--- config.mk ---
export PLATFORM = sky130hd
export DESIGN_NAME = addr_cfg_port
export DESIGN_NICKNAME = d
export VERILOG_FILES = /design/src/rtl/addr_cfg_port.sv
export SDC_FILE = /design/constraint.sdc
export NUM_CORES = 1
export LEC_CHECK = 0
export CORE_MARGIN = 2
export CORE_UTILIZATION = 53
export DETAILED_ROUTE_END_ITERATION = 10
export PLACE_DENSITY = 0.8
export SLEW_MARGIN = 20
export SYNTH_ARGS = -nofsm -noshare
export SYNTH_HDL_FRONTEND = slang
export SYNTH_SLANG_ARGS = --single-unit
--- constraint.sdc ---
create_clock -name clk -period 2.1 [get_ports clk]
set_input_delay 0.42 -clock clk [delete_from_list [all_inputs] [get_ports clk]]
set_output_delay 0.42 -clock clk [all_outputs]
set_load 0.1 [all_outputs]
--- src/rtl/addr_cfg_port.sv ---
module addr_cfg_port #(
  parameter int SYNC_DEPTH = 2
) (
  input  logic       clk,
  input  logic       rst_n,
  input  logic       hw_mode,
  input  logic [5:0] dev_addr,
  input  logic       csn,
  input  logic       sclk,
  input  logic       sdi,
  input  logic [1:0] coef_rst_done,
  output logic       out_hiz,
  output logic [7:0] ctrl_x,
  output logic [5:0] its_x,
  output logic [5:0] ots_x,
  output logic [7:0] ctrl_y,
  output logic [5:0] its_y,
  output logic [5:0] ots_y
);
  localparam int         BYTE_W   = 8;
  localparam int         SLOT_W   = 6;
  localparam int         CNT_W    = $clog2(BYTE_W);
  localparam logic [7:0] CTRL_RST = 8'h20;

  logic [SYNC_DEPTH:0]   sclk_s, csn_s;
  logic [SYNC_DEPTH-1:0] sdi_s;

  always_ff @(posedge clk or negedge rst_n)
    if (!rst_n) begin
      sclk_s <= '0;
      csn_s  <= '1;
      sdi_s  <= '0;
    end else begin
      sclk_s <= {sclk_s[SYNC_DEPTH-1:0], sclk};
      csn_s  <= {csn_s[SYNC_DEPTH-1:0], csn};
      sdi_s  <= {sdi_s[SYNC_DEPTH-2:0], sdi};
    end

  wire sclk_rise = sclk_s[SYNC_DEPTH-1] & ~sclk_s[SYNC_DEPTH];
  wire cs_low    = ~csn_s[SYNC_DEPTH-1] & ~hw_mode;
  wire cs_end    = csn_s[SYNC_DEPTH-1] & ~csn_s[SYNC_DEPTH] & ~hw_mode;

  logic [CNT_W-1:0]  bit_cnt;
  logic [2:0]        byte_cnt;
  logic [BYTE_W-1:0] shreg, st_ctrl;
  logic [SLOT_W-1:0] st_its, st_ots;
  logic              addr_ok, sel_x;

  wire [BYTE_W-1:0] byte_in   = {sdi_s[SYNC_DEPTH-1], shreg[BYTE_W-1:1]};
  wire              last_bit  = bit_cnt == CNT_W'(BYTE_W - 1);
  wire              byte_done = cs_low & sclk_rise & last_bit;
  wire              commit    = cs_end & addr_ok;

  always_ff @(posedge clk or negedge rst_n)
    if (!rst_n) begin
      bit_cnt  <= '0;
      byte_cnt <= '0;
      shreg    <= '0;
      st_ctrl  <= '0;
      st_its   <= '0;
      st_ots   <= '0;
      addr_ok  <= 1'b0;
      sel_x    <= 1'b0;
    end else if (!cs_low) begin
      bit_cnt  <= '0;
      byte_cnt <= '0;
      addr_ok  <= 1'b0;
    end else if (sclk_rise) begin
      shreg   <= byte_in;
      bit_cnt <= bit_cnt + 1'b1;
      if (last_bit) begin
        case (byte_cnt)
          3'd0: begin
            addr_ok <= ~byte_in[7] & (byte_in[5:0] == dev_addr);
            sel_x   <= byte_in[6];
          end
          3'd1: st_ctrl <= byte_in;
          3'd2: st_its  <= byte_in[SLOT_W-1:0];
          3'd3: st_ots  <= byte_in[SLOT_W-1:0];
          default: ;
        endcase
        if (byte_cnt != 3'd4) byte_cnt <= byte_cnt + 1'b1;
      end
    end

  always_ff @(posedge clk or negedge rst_n)
    if (!rst_n) begin
      ctrl_x <= CTRL_RST;
      ctrl_y <= CTRL_RST;
      its_x  <= '0;
      ots_x  <= '0;
      its_y  <= '0;
      ots_y  <= '0;
    end else begin
      if (coef_rst_done[1]) ctrl_x[4] <= 1'b0;
      if (coef_rst_done[0]) ctrl_y[4] <= 1'b0;
      if (commit) begin
        if (byte_cnt >= 3'd2) begin
          if (sel_x) ctrl_x <= st_ctrl;
          else       ctrl_y <= st_ctrl;
        end
        if (byte_cnt >= 3'd3) begin
          if (sel_x) its_x <= st_its;
          else       its_y <= st_its;
        end
        if (byte_cnt >= 3'd4) begin
          if (sel_x) ots_x <= st_ots;
          else       ots_y <= st_ots;
        end
      end
    end

  assign out_hiz = addr_ok;


  hw_quiet_chk: assert property (@(posedge clk) disable iff (!rst_n)
    hw_mode |=> !out_hiz);


  hiz_after_byte_chk: assert property (@(posedge clk) disable iff (!rst_n)
    $rose(out_hiz) |-> $past(byte_done));


  slot_hold_chk: assert property (@(posedge clk) disable iff (!rst_n)
    !commit |=> $stable({its_x, ots_x, its_y, ots_y}));


  ctrl_hold_chk: assert property (@(posedge clk) disable iff (!rst_n)
    (!commit && coef_rst_done == 2'b00) |=> $stable({ctrl_x, ctrl_y}));


  alrst_x_chk: assert property (@(posedge clk) disable iff (!rst_n)
    (coef_rst_done[1] && !(commit && sel_x)) |=> !ctrl_x[4]);


  alrst_y_chk: assert property (@(posedge clk) disable iff (!rst_n)
    (coef_rst_done[0] && !(commit && !sel_x)) |=> !ctrl_y[4]);
endmodule

==> run metrics, run 1 <==
wire length of the first global-routing pass=10,190 µm; largest incremental delay on the critical path=470 ps; number of slew-limit violations in the final report=0; level count of the clock H-tree=3; post-route core utilization=between 70% and 80%; worst reg-to-reg setup slack=~230 ps; count of nets left with antenna violations after detail routing=0; path type of the worst min-delay path=primary input to async pin; count of routing violations after the opening detailed-route iteration=46; setup fix buffers added after clock tree synthesis=0; Worst-Skew Late Latency=350 ps; worst path required time=about 2300 ps; number of hold violations in the final report=0; Post-Syn Nets=around 230; leakage power=between 2 and 2.5 nW; worst reg2reg path depth=6; nature of the critical path endpoint=register; final setup skew=6.147 ps; total congestion overflow=0; die width=between 80 and 90 µm; internal portion of total power=0.002402 W; switching part of the total power=22.66%; Max-cap violations=0; fraction of registers with async set or reset after synthesis=100.0%; final-layout setup total negative slack=0 ps; number of flip-flops and latches in the synthesized netlist=83; Slew Limit Headroom=between 60% and 70%; list of cells traversed by the critical path=ha_1 -> ha_1 -> a211o_1 -> and3b_1 -> buf_12 -> mux2_2; routed vias=approximately 1,900; Post-Synthesis Cell Area=0.003329 mm²; number of clock sinks=83; timing-limited maximum frequency=533.9 MHz; pin count of the biggest net entering global routing=44; arrival time reported for the critical path endpoint=about 2100 ps; global routing usage summed across all routing layers=18.80%; count of flip-flops with a built-in enable after synthesis=0; core area=0.005991 mm²; Worst IR Drop VDD=474.6 µV; number of buffers inserted by hold repair at cts=0; total net switching power=0.0007039 W; clock power share=between 30% and 40%; post-DP HPWL=4197 µm; number of antenna violations at the first check in global routing=0; mean cell area of the mapped netlist=15.63 µm²; Critical R2R Launch=byte_cnt[0]$_DFFE_PN0P_; slack of the critical path=approximately 230 ps; number of input and output port buffers inserted=54; filler cell count in the final layout=between 400 and 500; die area=0.006932 mm²; power density relative to cell area=between 700 and 800 mW/mm²; final estimated routing congestion in global placement=0.8006; status=completed; Routed Wire Length=5880 µm; mean number of vias per cell=5.271; count of TritonRoute iterations in the first routing pass=4; number of cell rows=28; type of the worst setup path=register to register; via count of the first global-routing pass=2,000; number of distinct library cells after synthesis=33; post-CTS sizing=0; final number of setup-violating endpoints=0; clock tree from TritonCTS=done; Seq pwr share=55.4%; leading register cell type out of synthesis=sky130_fd_sc_hd__dfrtp_1; top library cells by usage in the layout, fill and taps aside=77 x sky130_fd_sc_hd__dfrtp_1, 68 x sky130_fd_sc_hd__mux2_2, 48 x sky130_fd_sc_hd__buf_4, 12 x sky130_fd_sc_hd__clkdlybuf4s50_1, 9 x sky130_fd_sc_hd__clkbuf_8; master of the slowest instance on the critical path=sky130_fd_sc_hd__dfrtp_1; Synth-to-Final Area Change=26.64%; Starting Density=55.58%; Worst-path clk slew=about 80 ps; fraction of final layout cells sized beyond drive strength 1=around half; proportion of synthesized chip area in sequential cells=62.57%; logic gate share of total power=around 5%; cells after synthesis=213; reg2reg end=its_y[1]$_DFFE_PN0P_; TritonCTS buffer count=9; cell occurring most often along the worst timing path=sky130_fd_sc_hd__ha_1; final worst hold slack=roughly 48 ps; Final Cycle Share=89.19%; master cell of the clock root buffer=sky130_fd_sc_hd__clkbuf_8; Final #Nets=about 300; startpoint class of the critical path=register; Warnings, synthesis=0; shortest period the worst path allows=1873 ps; drt wl/cell=16.11 µm; Tightest Pin Transition=525.8 ps; Vert. Die Dim=83.26 µm; largest fanout on the critical path=7; number of ports placed on the die boundary=55; DRC Markers=0; deepest clock path buffer count=2; worst slack at placement=-34.02 ps; most common cell after layout, fill and taps aside=sky130_fd_sc_hd__dfrtp_1; setup repair after global routing missed its margin=false; count of inserted antenna diode cells=0
==> how the worst max path moves through the flow <==
| stage | to | cells after the start | from | slack [ps] |
|---|---|---|---|---|
| after global routing | ctrl_x[1]$_DFFE_PN0P_ | 5 | byte_cnt[0]$_DFFE_PN0P_ | 120 |
| final | its_y[1]$_DFFE_PN0P_ | 6 | byte_cnt[0]$_DFFE_PN0P_ | 230 |
| after CTS | its_y[2]$_DFFE_PN0P_ | 6 | byte_cnt[0]$_DFFE_PN0P_ | 210 |
| after detailed placement | ctrl_y[1]$_DFFE_PN0P_ | 5 | hw_mode | -30 |
| after floorplan | ctrl_y[0]$_DFFE_PN0P_ | 4 | out_hiz$_DFFE_PN0P_ | 160 |
| after global placement | ctrl_y[4]$_DFF_PN0_ | 5 | hw_mode | -9 |
==> synthesized netlist by cell type, types with 2 or more instances <==
master / count / area [µm²]
sky130_fd_sc_hd__o32ai_1: 2 / 17.52
sky130_fd_sc_hd__mux2_2: 68 / 765.7
sky130_fd_sc_hd__clkbuf_1: 2 / 7.510
sky130_fd_sc_hd__xnor2_1: 4 / 35.03
sky130_fd_sc_hd__and4bb_2: 2 / 25.02
sky130_fd_sc_hd__ha_1: 7 / 87.58
sky130_fd_sc_hd__nor2_1: 6 / 22.52
sky130_fd_sc_hd__inv_1: 3 / 11.26
sky130_fd_sc_hd__nor2b_1: 3 / 18.77
sky130_fd_sc_hd__xor2_1: 3 / 26.28
sky130_fd_sc_hd__nand3b_1: 2 / 15.01
sky130_fd_sc_hd__mux2i_1: 2 / 20.02
sky130_fd_sc_hd__nand3_1: 7 / 35.03
sky130_fd_sc_hd__dfrtp_1: 78 / 1952
sky130_fd_sc_hd__o21ai_0: 2 / 10.01
sky130_fd_sc_hd__dfstp_2: 5 / 131.4
==> per-stage QoR <==
stage | instances | total power [W] | cell area [µm²]
2_1_floorplan | 213 | 0.001797 | 3331
3_3_place_gp | 349 | 0.001905 | 4000
3_5_place_dp | 349 | 0.001910 | 4000
4_1_cts | 365 | 0.003142 | 4217
5_1_grt | 365 | 0.003250 | 4217
6_report | 365 | 0.003106 | 4217
==> per-layer routing <==
layer	GRT usage (%)	wire length (µm)	vias to the layer above
li1	-	-	910
met1	26.09	2700	956
met2	28.30	2790	47
met3	4.473	311	11
met4	8.495	78	0
met5	0	0	-
==> state kept, by name, indices dropped and copies added (netlist names), 6 cells and up <==
signal,flops
its_y,6
ots_y,6
st_its,6
st_ctrl,8
shreg,7
ctrl_y,8
its_x,6
ctrl_x,8
ots_x,6
st_ots,6
==> area by class of cell <==
class | count | area, µm² | share of cell area [%]
Clock buffer | 10 | 127.6 | 3.027
Timing Repair Buffer | 66 | 600.6 | 14.24
Inverter | 3 | 11.26 | 0.2671
Clock inverter | 6 | 88.84 | 2.107
Tap cell | 75 | 93.84 | 2.226
Sequential cell | 83 | 2085 | 49.44
Multi-Input combinational cell | 122 | 1210 | 28.69
==> cell families (layout without fill, tap and decap cells) <==
family / Yosys count / in the layout / share of synthesized area (%)
compound gates: 8 / 8 / 1.766
xor+xnor: 7 / 7 / 1.841
fa+ha+maj: 7 / 7 / 2.630
buf+inv: 8 / 85 / 1.090
flops: 83 / 83 / 62.57
mux: 70 / 70 / 23.60
simple gates: 30 / 30 / 6.501
==> power by group through the flow <==
stage / sequential, W / clock, W / combinational (W)
floorplan: 0.00172 / 0 / 0.0000794
global placement: 0.00175 / 0 / 0.000153
detailed placement: 0.00175 / 0 / 0.000157
CTS: 0.00172 / 0.00126 / 0.000158
global route: 0.00173 / 0.00135 / 0.000175
finish: 0.00172 / 0.00123 / 0.000155
==> critical path, delay by kind of cell (launching register included) <==
family                   cells  cell delay [ps]
AND/OR/NAND/NOR              1              220
flip-flops                   1              470
AO/OA/AOI/OAI                1              240
adder cells (fa/ha/maj)      2              430
multiplexers                 1              260
buffers and inverters        1              140
Note: power is estimated with default switching activity, not from simulation.
==> inputs of run 2 (changes only) <==
- PLACE_DENSITY: 0.8 -> 0.86
==> run 2 against run 1 <==
  * Sequential power hardly changed
  * Clock power hardly changed
  * Setup slack worse by 80 ps
  * Design area hardly changed
  * Fmax is 4.1% lower
  * Routed wire length is 5.1% higher
  * Via count is 2.8% higher
  * Cell count is 0.27% lower
  * Clock-buffer cell count is 1 lower
  * Global-route usage is 0.49 points higher
  * Sequential share of layout area hardly changed
  * Critical endpoint is now its_x[5]$_DFFE_PN0P_
  * Largest cell class unchanged
==> run metrics, run 2 (synthesis gave the netlist of run 1 again) <==
fraction of final layout cells sized beyond drive strength 1=51.21% (+0.18 points); final setup skew=7.075 ps (+0.9276 ps); level count of the clock H-tree=3 (unchanged); post-route core utilization=70.41% (about the same); reg2reg end=its_x[5]$_DFFE_PN0P_; count of inserted antenna diode cells=0 (unchanged); Routed Wire Length=6182 µm (+5.1%); shortest period the worst path allows=1953 ps (+79.76 ps); deepest clock path buffer count=2 (unchanged); largest fanout on the critical path=7 (unchanged); Tightest Pin Transition=594.7 ps (+68.90 ps); Critical Path Start=byte_cnt[0]$_DFFE_PN0P_; TritonCTS buffer count=9 (unchanged); final number of setup-violating endpoints=0 (unchanged); worst slack at placement=-51.75 ps (-17.73 ps); routed vias=1,978 (+2.8%); post-CTS sizing=0 (unchanged); startpoint class of the critical path=register; final non-filler cell total=364 (-0.27%); path type of the worst min-delay path=primary input to async pin; drt wl/cell=16.98 µm (+5.4%); core area=0.005991 mm² (unchanged); number of hold violations in the final report=0 (unchanged); master cell of the clock root buffer=sky130_fd_sc_hd__clkbuf_8; wire length of the first global-routing pass=10,420 µm (+2.2%); number of antenna violations at the first check in global routing=0 (unchanged); worst setup path end=its_x[5]$_DFFE_PN0P_; Worst-path clk slew=90 ps (about the same); fin area=0.004218 mm² (about the same); slack of the critical path=147.2 ps (-79.76 ps); total placed instance area=0.003993 mm² (-0.19%); number of cell rows=28 (unchanged); Final Cycle Share=92.99% (+3.8 points); Starting Density=55.58% (unchanged); setup fix buffers added after clock tree synthesis=0 (unchanged); filler cell count in the final layout=423 (+3.9%); count of TritonRoute iterations in the first routing pass=4 (unchanged); post-DP HPWL=4457 µm (+6.2%); Worst-Skew Late Latency=350 ps (about the same); worst path required time=2340 ps (about the same); Slew Limit Headroom=60.35% (-4.6 points); top library cells by usage in the layout, fill and taps aside=77 x sky130_fd_sc_hd__dfrtp_1, 68 x sky130_fd_sc_hd__mux2_2, 47 x sky130_fd_sc_hd__buf_4, 12 x sky130_fd_sc_hd__clkdlybuf4s50_1, 9 x sky130_fd_sc_hd__clkbuf_8; via count of the first global-routing pass=2,045 (+2.3%); number of buffers inserted by hold repair at cts=0 (unchanged); power density relative to cell area=744.6 mW/mm² (+1.1%); Regs by FF count=ctrl_x x8, ctrl_y x8, st_ctrl x8; number of slew-limit violations in the final report=0 (unchanged); Synth-to-Final Area Change=26.68% (about the same); timing-limited maximum frequency=512.1 MHz (-4.1%); nature of the critical path endpoint=register; clock tree from TritonCTS=done; arrival time reported for the critical path endpoint=2190 ps (+80 ps); Max-cap violations=0 (unchanged); most common cell after layout, fill and taps aside=sky130_fd_sc_hd__dfrtp_1; DRC Markers=0 (unchanged); mean number of vias per cell=5.434 (+3.1%); pin count of the biggest net entering global routing=45 (+2.3%); number of input and output port buffers inserted=54 (unchanged); global routing usage summed across all routing layers=19.30% (+0.49 points); total congestion overflow=0 (unchanged); worst reg-to-reg setup slack=150 ps (-80 ps); status=completed; count of routing violations after the opening detailed-route iteration=72 (+57%); die width=83.26 µm (unchanged); Final #Nets=305 (-0.33%); Worst IR Drop VDD=533.9 µV (+12%); Vert. Die Dim=83.26 µm (unchanged); leakage power=2.136 nW (+0.18%); Critical R2R Launch=byte_cnt[0]$_DFFE_PN0P_; final estimated routing congestion in global placement=0.7699 (-3.8%); number of ports placed on the die boundary=55 (unchanged); type of the worst setup path=register to register; placed cells=348 (-0.29%); die area=0.006932 mm² (unchanged); count of nets left with antenna violations after detail routing=0 (unchanged); setup repair after global routing missed its margin=false; number of clock sinks=83 (unchanged); worst reg2reg path depth=5 (-1)
[run 2: worst min-delay path by stage]
stage / startpoint / endpoint / slack (ps)
3_5_place_dp: sdi_s[0]$_DFF_PN0_ / sdi_s[1]$_DFF_PN0_ / 340
2_1_floorplan: rst_n / bit_cnt[0]$_DFFE_PN0P_ / 120
6_report: rst_n / ots_y[5]$_DFFE_PN0P_ / 70
3_3_place_gp: sclk_s[0]$_DFF_PN0_ / sclk_s[1]$_DFF_PN0_ / 330
5_1_grt: rst_n / ots_y[5]$_DFFE_PN0P_ / 100
4_1_cts: rst_n / ots_y[5]$_DFFE_PN0P_ / 80
[run 2: critical path: stages, from the launching register on]
cell and delay, ps:
sky130_fd_sc_hd__dfrtp_1 480, sky130_fd_sc_hd__ha_1 260, sky130_fd_sc_hd__ha_1 180, sky130_fd_sc_hd__a211o_1 250, sky130_fd_sc_hd__nand3_1 300, sky130_fd_sc_hd__mux2_2 380
[run 2: routing by layer]
layer,vias to the layer above,routed length [µm],global-route usage (%)
li1,905,-,-
met1,1023,2748,26.20
met2,40,3106,30.35
met3,10,218,4.473
met4,0,108,7.601
met5,-,0,0
[run 2: stage by stage]
stage | TNS, ps | power [W] | hold slack, ps
final | 0 | 0.003141 | 66.74
after global routing | 0 | 0.003276 | 98.50
after CTS | 0 | 0.003180 | 78.34
after detailed placement | -310.2 | 0.001920 | 335.6
after global placement | -282.4 | 0.001912 | 331.2
after floorplan | 0 | 0.001797 | 124.4
[run 2: report_power, final]
group          switching, W  internal, W
logic             0.0000725    0.0000919
clock network      0.000580     0.000677
registers         0.0000763      0.00164
[run 2: area by class of cell]
type	count	area, µm²	area share [%]
clock buffers	9	123.9	2.937
well taps	75	93.84	2.225
multi-input cells	122	1210	28.69
inverters	3	11.26	0.2670
clock inverters	7	101.3	2.403
repair buffers	65	593.1	14.06
flip-flops and latches	83	2085	49.42
==> inputs of run 3 (changes only) <==
- CTS_CLUSTER_DIAMETER: default -> 120
==> results of run 3 <==
No change in the layout: final DEF, timing and power equal those of run 2.
